### src/rtl/tern_pkg.sv
package tern_pkg;
  localparam int BYTE_W      = 8;
  localparam int DENSE_SLOTS = 5;
  localparam int PAIR_SLOTS  = BYTE_W / 2;
  localparam int SLOT_W      = $clog2(DENSE_SLOTS + 1);
  localparam int DENSE_LIMIT = 3 ** DENSE_SLOTS;

  typedef enum logic [1:0] {
    TC_ZERO = 2'b00,
    TC_POS  = 2'b01,
    TC_NEG  = 2'b11
  } tcode_e;

  // Bit-serial restoring division by three: returns {remainder, quotient}.
  function automatic logic [BYTE_W+1:0] div3(input logic [BYTE_W-1:0] v);
    logic [2:0]        acc;
    logic [BYTE_W-1:0] q;
    acc = 3'd0;
    q   = '0;
    for (int i = BYTE_W - 1; i >= 0; i--) begin
      acc = {acc[1:0], v[i]};
      if (acc >= 3'd3) begin
        acc  = acc - 3'd3;
        q[i] = 1'b1;
      end
    end
    return {acc[1:0], q};
  endfunction

  function automatic tcode_e digit_code(input logic [1:0] d);
    case (d)
      2'd0:    return TC_NEG;
      2'd2:    return TC_POS;
      default: return TC_ZERO;
    endcase
  endfunction

  function automatic tcode_e pair_code(input logic [1:0] p);
    case (p)
      2'b01:   return TC_POS;
      2'b11:   return TC_NEG;
      default: return TC_ZERO;
    endcase
  endfunction
endpackage

### src/rtl/tern_digit.sv
module tern_digit
  import tern_pkg::*;
(
  input  logic [BYTE_W-1:0] work,
  input  logic              dense,
  input  logic              bad,
  output logic [1:0]        code,
  output logic [BYTE_W-1:0] work_next
);
  logic [BYTE_W+1:0] qr;

  always_comb begin
    qr = div3(work);
    if (dense) begin
      code      = bad ? TC_ZERO : digit_code(qr[BYTE_W+1:BYTE_W]);
      work_next = qr[BYTE_W-1:0];
    end else begin
      code      = pair_code(work[1:0]);
      work_next = work >> 2;
    end
  end
endmodule

### src/rtl/tern_cnt.sv
module tern_cnt #(
  parameter int CNT_W = 16
) (
  input  logic             clk,
  input  logic             rst_n,
  input  logic             active,
  input  logic             fire,
  input  logic             take,
  input  logic [CNT_W-1:0] count_in,
  output logic             is_last
);
  localparam logic [CNT_W-1:0] ONE = {{(CNT_W-1){1'b0}}, 1'b1};

  logic [CNT_W-1:0] rem_q, rem_d, rem_dec;

  always_comb begin
    rem_dec = fire ? (rem_q - ONE) : rem_q;
    rem_d   = rem_dec;
    if (take && (rem_dec == '0)) rem_d = count_in;
  end

  always_ff @(posedge clk or negedge rst_n) begin
    if (!rst_n)                rem_q <= '0;
    else if (fire || take)     rem_q <= rem_d;
  end

  assign is_last = (rem_q == ONE);

  // a byte is never held without weights left to emit
  p_rem_live_r4: assert property (@(posedge clk) disable iff (!rst_n)
    active |-> (rem_q != '0));
  // the final weight ends the tensor
  p_last_ends_r4: assert property (@(posedge clk) disable iff (!rst_n)
    (fire && is_last && !take) |=> (rem_q == '0));
endmodule

### src/rtl/tern_unpack.sv
module tern_unpack
  import tern_pkg::*;
#(
  parameter int CNT_W = 16
) (
  input  logic             clk,
  input  logic             rst_n,
  input  logic             dense_mode,
  input  logic [CNT_W-1:0] weight_count,
  input  logic             in_valid,
  input  logic [7:0]       in_byte,
  output logic             in_ready,
  output logic             trit_valid,
  input  logic             trit_ready,
  output logic [1:0]       trit_code,
  output logic             trit_last,
  output logic             code_error
);
  localparam logic [SLOT_W-1:0] N_DENSE = SLOT_W'(DENSE_SLOTS);
  localparam logic [SLOT_W-1:0] N_PAIR  = SLOT_W'(PAIR_SLOTS);
  localparam logic [SLOT_W-1:0] S_ONE   = SLOT_W'(1);

  logic              busy_q, busy_d;
  logic [BYTE_W-1:0] work_q, work_d, work_nx;
  logic [SLOT_W-1:0] left_q, left_d;
  logic              dense_q, dense_d;
  logic              bad_q, bad_d;
  logic              err_q, err_d;
  logic              fire, byte_done, take, is_last, bad_in;
  logic [1:0]        code_w;

  tern_digit u_digit (
    .work      (work_q),
    .dense     (dense_q),
    .bad       (bad_q),
    .code      (code_w),
    .work_next (work_nx)
  );

  tern_cnt #(.CNT_W(CNT_W)) u_cnt (
    .clk      (clk),
    .rst_n    (rst_n),
    .active   (busy_q),
    .fire     (fire),
    .take     (take),
    .count_in (weight_count),
    .is_last  (is_last)
  );

  assign fire      = busy_q & trit_ready;
  assign byte_done = fire & ((left_q == S_ONE) | is_last);
  assign in_ready  = ~busy_q | byte_done;
  assign take      = in_valid & in_ready;
  assign bad_in    = dense_mode & (in_byte >= 8'(DENSE_LIMIT));

  always_comb begin
    busy_d  = busy_q;
    work_d  = work_q;
    left_d  = left_q;
    dense_d = dense_q;
    bad_d   = bad_q;
    err_d   = err_q | (take & bad_in);
    if (fire) begin
      work_d = work_nx;
      left_d = left_q - S_ONE;
      if (byte_done) busy_d = 1'b0;
    end
    if (take) begin
      busy_d  = 1'b1;
      work_d  = in_byte;
      left_d  = dense_mode ? N_DENSE : N_PAIR;
      dense_d = dense_mode;
      bad_d   = bad_in;
    end
  end

  always_ff @(posedge clk or negedge rst_n) begin
    if (!rst_n) begin
      busy_q <= 1'b0;
      err_q  <= 1'b0;
    end else begin
      busy_q <= busy_d;
      err_q  <= err_d;
    end
  end

  always_ff @(posedge clk or negedge rst_n) begin
    if (!rst_n) begin
      work_q  <= '0;
      left_q  <= '0;
      dense_q <= 1'b0;
      bad_q   <= 1'b0;
    end else if (fire || take) begin
      work_q  <= work_d;
      left_q  <= left_d;
      dense_q <= dense_d;
      bad_q   <= bad_d;
    end
  end

  assign trit_valid = busy_q;
  assign trit_code  = busy_q ? code_w : 2'b00;
  assign trit_last  = busy_q & is_last;
  assign code_error = err_q;

  // only the three legal codes are emitted
  p_code_legal_r1: assert property (@(posedge clk) disable iff (!rst_n)
    trit_valid |-> (trit_code != 2'b10));
  // a stalled weight holds still
  p_hold_r5: assert property (@(posedge clk) disable iff (!rst_n)
    (trit_valid && !trit_ready) |=> (trit_valid && $stable(trit_code) && $stable(trit_last)));
  // the error flag never clears without reset
  p_err_sticky_r3: assert property (@(posedge clk) disable iff (!rst_n)
    code_error |=> code_error);
  // an out-of-range byte yields only zero weights
  p_bad_zero_r3: assert property (@(posedge clk) disable iff (!rst_n)
    (trit_valid && bad_q) |-> (trit_code == 2'b00));
  // a byte offered at a byte edge keeps the stream busy
  p_refill_r6: assert property (@(posedge clk) disable iff (!rst_n)
    (byte_done && in_valid) |=> trit_valid);
endmodule

### config.mk
export PLATFORM = sky130hd
export DESIGN_NAME = tern_unpack
export DESIGN_NICKNAME = d
export VERILOG_FILES = /design/src/rtl/tern_pkg.sv /design/src/rtl/tern_digit.sv /design/src/rtl/tern_cnt.sv /design/src/rtl/tern_unpack.sv
export SDC_FILE = /design/constraint.sdc
export NUM_CORES = 1
export LEC_CHECK = 0
export ABC_AREA = 1
export BUFFER_PORTS_ARGS = -buffer_cell sky130_fd_sc_hd__buf_2
export CAP_MARGIN = 20
export CORE_UTILIZATION = 39
export DETAILED_ROUTE_END_ITERATION = 6
export GPL_TIMING_DRIVEN = 0
export PLACE_DENSITY = 0.7
export SETUP_SLACK_MARGIN = 0.5
export SYNTH_ARGS = -nofsm -noshare
export SYNTH_HDL_FRONTEND = slang
export SYNTH_SLANG_ARGS = --single-unit
### constraint.sdc
create_clock -name clk -period 9.2 [get_ports clk]
set_input_delay 0.92 -clock clk [delete_from_list [all_inputs] [get_ports clk]]
set_output_delay 0.92 -clock clk [all_outputs]
set_load 0.01 [all_outputs]
# After elaboration in Yosys (flattened, before gate mapping)
# Cells that the tools add are included.
# W data, S select, Z words.
# totals
out_inout_bits	6
wordCells	78
reg_bits	31
inputBits	29
# op_classes
n_bitwise	10
magnitude_cmp	8
addsub	9
reduce_logical	9
eq_ne	5
muxes	30
# op_table
cell	count
$mux W16	2
$mux W2	10
$ge A3 B2 Y1 const B	6
$eq A16 B1 Y1 const B	1
$logic_not A16 Y1	1
$mux W8	2
$sub A16 B1 Y16 const B	1
$sub A2 B2 Y2 const B	7
$mux W1	11
$ge A8 B8 Y1 const B	1
$pmux W2 S2	2
$mux W7	1
$and A1 B1 Y1	6
$mux W3	2
$reduce_and A2 Y1	3
$eq A2 B2 Y1 const B	2
$reduce_bool A2 Y1	2
$eq A3 B1 Y1 const B	1
$or A1 B1 Y1	3
$sub A3 B1 Y3 const B	1
$eq A2 B1 Y1 const B	1
$ge A2 B2 Y1 const B	1
$logic_not A2 Y1	1
$logic_and A1 B1 Y1	1
2 further kinds	2

# Depth between registers and ports, before layout
# depth
ltp_word	19
ltp_mapped	41
mapped_depth_nobuf	41

# Hierarchy
# Synthesis repeated with hierarchy kept, for this count alone.
# unflattened
cells_unflattened	461
hier_area_um2	2914.0
# by_module_without_submodules
mod	n_inst	cells_per_inst	seq_area_each_um2	area_each_um2
tern_cnt	1	238	400.4	1446.4
tern_unpack	1	120	375.4	860.8
tern_digit	1	103	0.0	606.8

# Worst setup path after synthesis
# No wires, ideal clock.
# synth_path
path_kind	flip-flop to output port
from	register work_q[6]
to	output port trit_code[0]
path_stages_with_launch	37
arrival_ns	3.750
n_path_buf	0
setup_slack_ns	4.530
t_required_ns	8.280
path_cell_list	dfrtp_1 -> inv_2 -> nor2_1 -> ha_1 -> inv_2 -> nand3_1 -> nand2_4 -> inv_1 -> ha_1 -> inv_1 -> nand2_2 -> a21oi_1 -> inv_1 -> nand2_1 -> nand2_1 -> ha_1 -> a21oi_2 -> nand2_1 -> nand2_2 -> inv_1 -> ha_1 -> inv_1 -> nand2_1 -> nand2_1 -> nand2_2 -> ha_1 -> inv_1 -> nand3_1 -> nand2_2 -> inv_1 -> ha_1 -> inv_1 -> nand2_1 -> nor2_2 -> nand4_1 -> nand3_2 -> inv_1
# synth_between
elab_chain_cells	19
word_cells_on_any_way	27
classes_between	add/sub: 7; order compare: 7; eq/ne: 1; mux: 11; reduce/logical: 1
# synth_rtl
item	line	rtl
start: declaration	tern_unpack.sv:24	logic [BYTE_W-1:0] work_q, work_d, work_nx;
start signal: assignment	tern_unpack.sv:94	work_q <= work_d;
$sub A2 B2 Y2 or $ge A2 B2 Y1 (tied branches)	tern_pkg.sv:23, tern_pkg.sv:22	
$mux W2 *	tern_pkg.sv:22	if (acc >= 3'd3) begin
$ge A3 B2 Y1 or $sub A2 B2 Y2 (tied branches)	tern_pkg.sv:22, tern_pkg.sv:23	
$mux W2 *	tern_pkg.sv:22	
$ge A3 B2 Y1 or $sub A2 B2 Y2 (tied branches)	tern_pkg.sv:22, tern_pkg.sv:23	
$mux W2 *	tern_pkg.sv:22	
$ge A3 B2 Y1 or $sub A2 B2 Y2 (tied branches)	tern_pkg.sv:22, tern_pkg.sv:23	
$mux W2 *	tern_pkg.sv:22	
(+3 left out)	n/a	
$mux W2 *	tern_pkg.sv:22	
$ge A3 B2 Y1 or $sub A2 B2 Y2 (tied branches)	tern_pkg.sv:22, tern_pkg.sv:23	
$mux W2 *	tern_pkg.sv:22	
$eq A2 B2 Y1 or $logic_not A2 Y1 (tied branches)	tern_pkg.sv:31	case (d)
$pmux W2 S2 *	tern_pkg.sv:31	
$mux W2 *	tern_digit.sv:15	code = bad ? TC_ZERO : digit_code(qr[BYTE_W+1:BYTE_W]);
$mux W2 *	tern_digit.sv:14	if (dense) begin
$mux W2 *	tern_unpack.sv:102	assign trit_code = busy_q ? code_w : 2'b00;
end: declaration	tern_unpack.sv:15	output logic [1:0] trit_code,
# Every way passes the cells marked *; elsewhere a longest branch is shown, timed or not.

# Worst setup path in the final report
# Same ends and word-level chain as after synthesis.

==> run_results.csv <==
group,metric,value,unit
sta,rsz0062_at_grt,"no",
clock_network,cts_buffers,5,
setup_path,crit_path_frequent_cell,"inv_1",
final_layout,layout_common_cells,"inv_1 (65), nand2_1 (47), buf_2 (36)",
sta,fmax,0.183,GHz
placed_design,io_buffers,34,
setup_path,cpPeakStageDelay,0.40,ns
final_layout,antenna_cells,0,
yosys,synth_ff_type,"dfrtp_1",
grt,grt_pass1_vias,2101,
clock_network,cts_hold_buf,0,
yosys,ys_async_sr_fraction,1.00,
detailed_routing,ant_nets,0,
hold_path,hp-class,"flop to flop",
detailed_routing,dr.pass1.iters,4,
sta,hold_violations,0,
clock_network,h-tree-depth,2,
sta,setup_tns,0,ns
grt,grt_max_degree,32,
detailed_routing,drc,0,
grt,grt_pass1_wl,8900,µm
yosys,synthTopCellsByArea,"dfrtp_1 (34%), inv_1 (11%), nand2_1 (7.6%)",
setup_path,crit_path_end_kind,"primary output",
power_and_ir_drop,p_int,0.000494,W
yosys,synth-edff-count,0,
final_layout,areaGrowthSynthToFinish,14.4,%
clock_network,post-cts-setup-buffers,0,
yosys,ys_seq_area_frac,0.335,
detailed_routing,drt_iter0_markers,111,
setup_path,rr_worst_depth,35,
clock_network,clk_pin_slew_worst_paths,0.06,ns
yosys,ys_ff_latch,31,
grt,antenna_found_initial,0,
sta,fin_crit_sh,0.593,
yosys,syn_inst,312,
sta,drv_slew,0,
final_layout,fin_nets,392,
die,die_x,79,µm
placed_design,place_congestion,0.779,
setup_path,critPathLaunchType,"flop",
clock_network,ctsLongestPathBuffers,2,
clock_network,worstSkewPairLatency,0.28,ns
job,cap_violations,0,
clock_network,root_buffer,"clkbuf_8",
power_and_ir_drop,combPwrFrac,0.669,
die,rows,27,
clock_network,clock_sinks,31,
yosys,yosysWarnings,0,
die,start_util,0.412,
setup_path,worstPathRequired,8.28,ns
setup_path,cp_max_fo,4,
sta,slew-limit-headroom,0.529,
grt,grt_usage,0.178,
detailed_routing,routed_wl,4770,µm
sta,holdWs,0.471,ns
sta,setup_viol,0,
yosys,yosysUniqueCellTypes,38,
power_and_ir_drop,p_clk_frac,0.096,
yosys,syn_area,2310,µm²
sta,worst_slew_pin_slew,0.707,ns
power_and_ir_drop,switchingPower,0.000517,W
die,ios,35,
power_and_ir_drop,powerDensity,382,nW/µm²
final_layout,drive_gt1_frac,0.236,
final_layout,mostFrequentLayoutCell,"inv_1",
sta,finClkSkew,0.00545,ns
outcome,status,"finished, final reports clean",
yosys,syn_nets,351,
sta,period_needed,5.46,ns
die,core_area,5610,µm²
final_layout,final_util,0.472,
yosys,synth_top_cell_area_share,0.335,
power_and_ir_drop,seqPwrFrac,0.235,
detailed_routing,vias,2037,
detailed_routing,viasPerCell,4.80,
final_layout,fillers,585,
placed_design,hpwl,3800,µm
yosys,syn_avg_cell_area,7.41,µm²
detailed_routing,wl_per_cell,11.2,µm
power_and_ir_drop,p_leak,1.46,nW
power_and_ir_drop,vdd_ir_drop_max,0.182,mV
hold_path,min_path_cells,2,
clock_network,cts_resized,0,
power_and_ir_drop,swShare,0.512,
die,dieHeight,79,µm
grt,grt_overflow,0,
yosys,yosysTopAreaCell,"dfrtp_1",
die,fp.dieArea,6240,µm²
clock_network,cts_tree,"done",
setup_path,slowest_stage,"dfrtp_1",
setup_path,cp.arrival,4.54,ns
setup_path,worstSetupPathType,"flop to primary output",
==> critical path, delay by kind of cell (launching register included) <==
family | cells | cell delay, ns
DFF | 1 | 0.40
adders and majority gates | 6 | 1.13
and+or+nand+nor | 17 | 1.52
AOI/OAI and AO/OA | 2 | 0.33
buffers and inverters | 12 | 0.86
==> worst paths after layout <==
path / endpoint / slack, ns / from
min: code_error / 0.47 / code_error
max: trit_code[0] / 3.74 / work_q[6]
min reg2reg: code_error / 0.47 / code_error
min in group asynchronous: u_cnt.rem_q[10] / 0.69 / rst_n
max in group asynchronous: left_q[0] / 8.05 / rst_n
max reg2reg: work_q[0] / 4.96 / work_q[6]
==> sequential cells by signal, summed over array words and instances (netlist names) <==
signal,cells
dense_q,1
u_cnt.rem_q,16
work_q,8
code_error,1
bad_q,1
trit_valid,1
left_q,3
==> power groups by stage <==
stage	Sequential, W	Clock, W	Combinational, W
4_1_cts	0.000238	0.0000998	0.000678
3_3_place_gp	0.000239	0	0.000660
5_1_grt	0.000246	0.000106	0.000783
6_report	0.000238	0.0000966	0.000676
2_1_floorplan	0.000230	0	0.000552
3_5_place_dp	0.000240	0	0.000674
==> cell usage after synthesis, types with 3 or more instances <==
| master | n |
|---|---|
| a21oi_1 | 7 |
| nand2_2 | 12 |
| nand2_4 | 3 |
| o21ai_1 | 9 |
| dfrtp_1 | 31 |
| nor2_1 | 25 |
| inv_1 | 65 |
| nand3_2 | 7 |
| xnor2_1 | 8 |
| o21ai_0 | 19 |
| nand2_1 | 47 |
| o22ai_1 | 4 |
| nor2_2 | 3 |
| nand3_1 | 15 |
| inv_2 | 7 |
| xor2_1 | 5 |
| o211ai_1 | 5 |
| nand4_1 | 7 |
| ha_1 | 10 |
==> cells by family (layout without fill, tap and decap cells) <==
group | after synthesis | in the layout | synth area share
fa+ha+maj | 10 | 10 | 0.0541
xor+xnor | 13 | 13 | 0.0492
buf+inv | 77 | 117 | 0.131
compound gates | 52 | 52 | 0.131
simple gates | 129 | 129 | 0.299
flops | 31 | 31 | 0.335
==> area by class of cell <==
class / count / area [µm²] / area share
inverter: 73 / 279 / 0.105
tap: 72 / 90.1 / 0.0341
timing repair buffer: 34 / 170 / 0.0643
sequential: 31 / 776 / 0.293
multi-input combinational: 204 / 1230 / 0.466
clock buffer: 6 / 72.6 / 0.0274
buffer: 4 / 25.0 / 0.00946
==> metal layers <==
metal	up-vias	track usage	routed length, µm
li1	1071	-	-
met1	935	0.227	2360
met2	26	0.301	2190
met3	5	0.0345	153
met4	0	0.0582	61
met5	-	0	0
==> metrics by stage <==
stage | instances | setup slack, ns | cell area, µm² | power [W]
2_1_floorplan | 312 | 4.53 | 2310 | 0.000783
3_3_place_gp | 418 | 4.14 | 2570 | 0.000898
3_5_place_dp | 418 | 4.04 | 2570 | 0.000914
4_1_cts | 424 | 3.73 | 2650 | 0.00101
5_1_grt | 424 | 3.20 | 2650 | 0.00114
6_report | 424 | 3.74 | 2650 | 0.00101
Power figures use the tool's default switching activity.
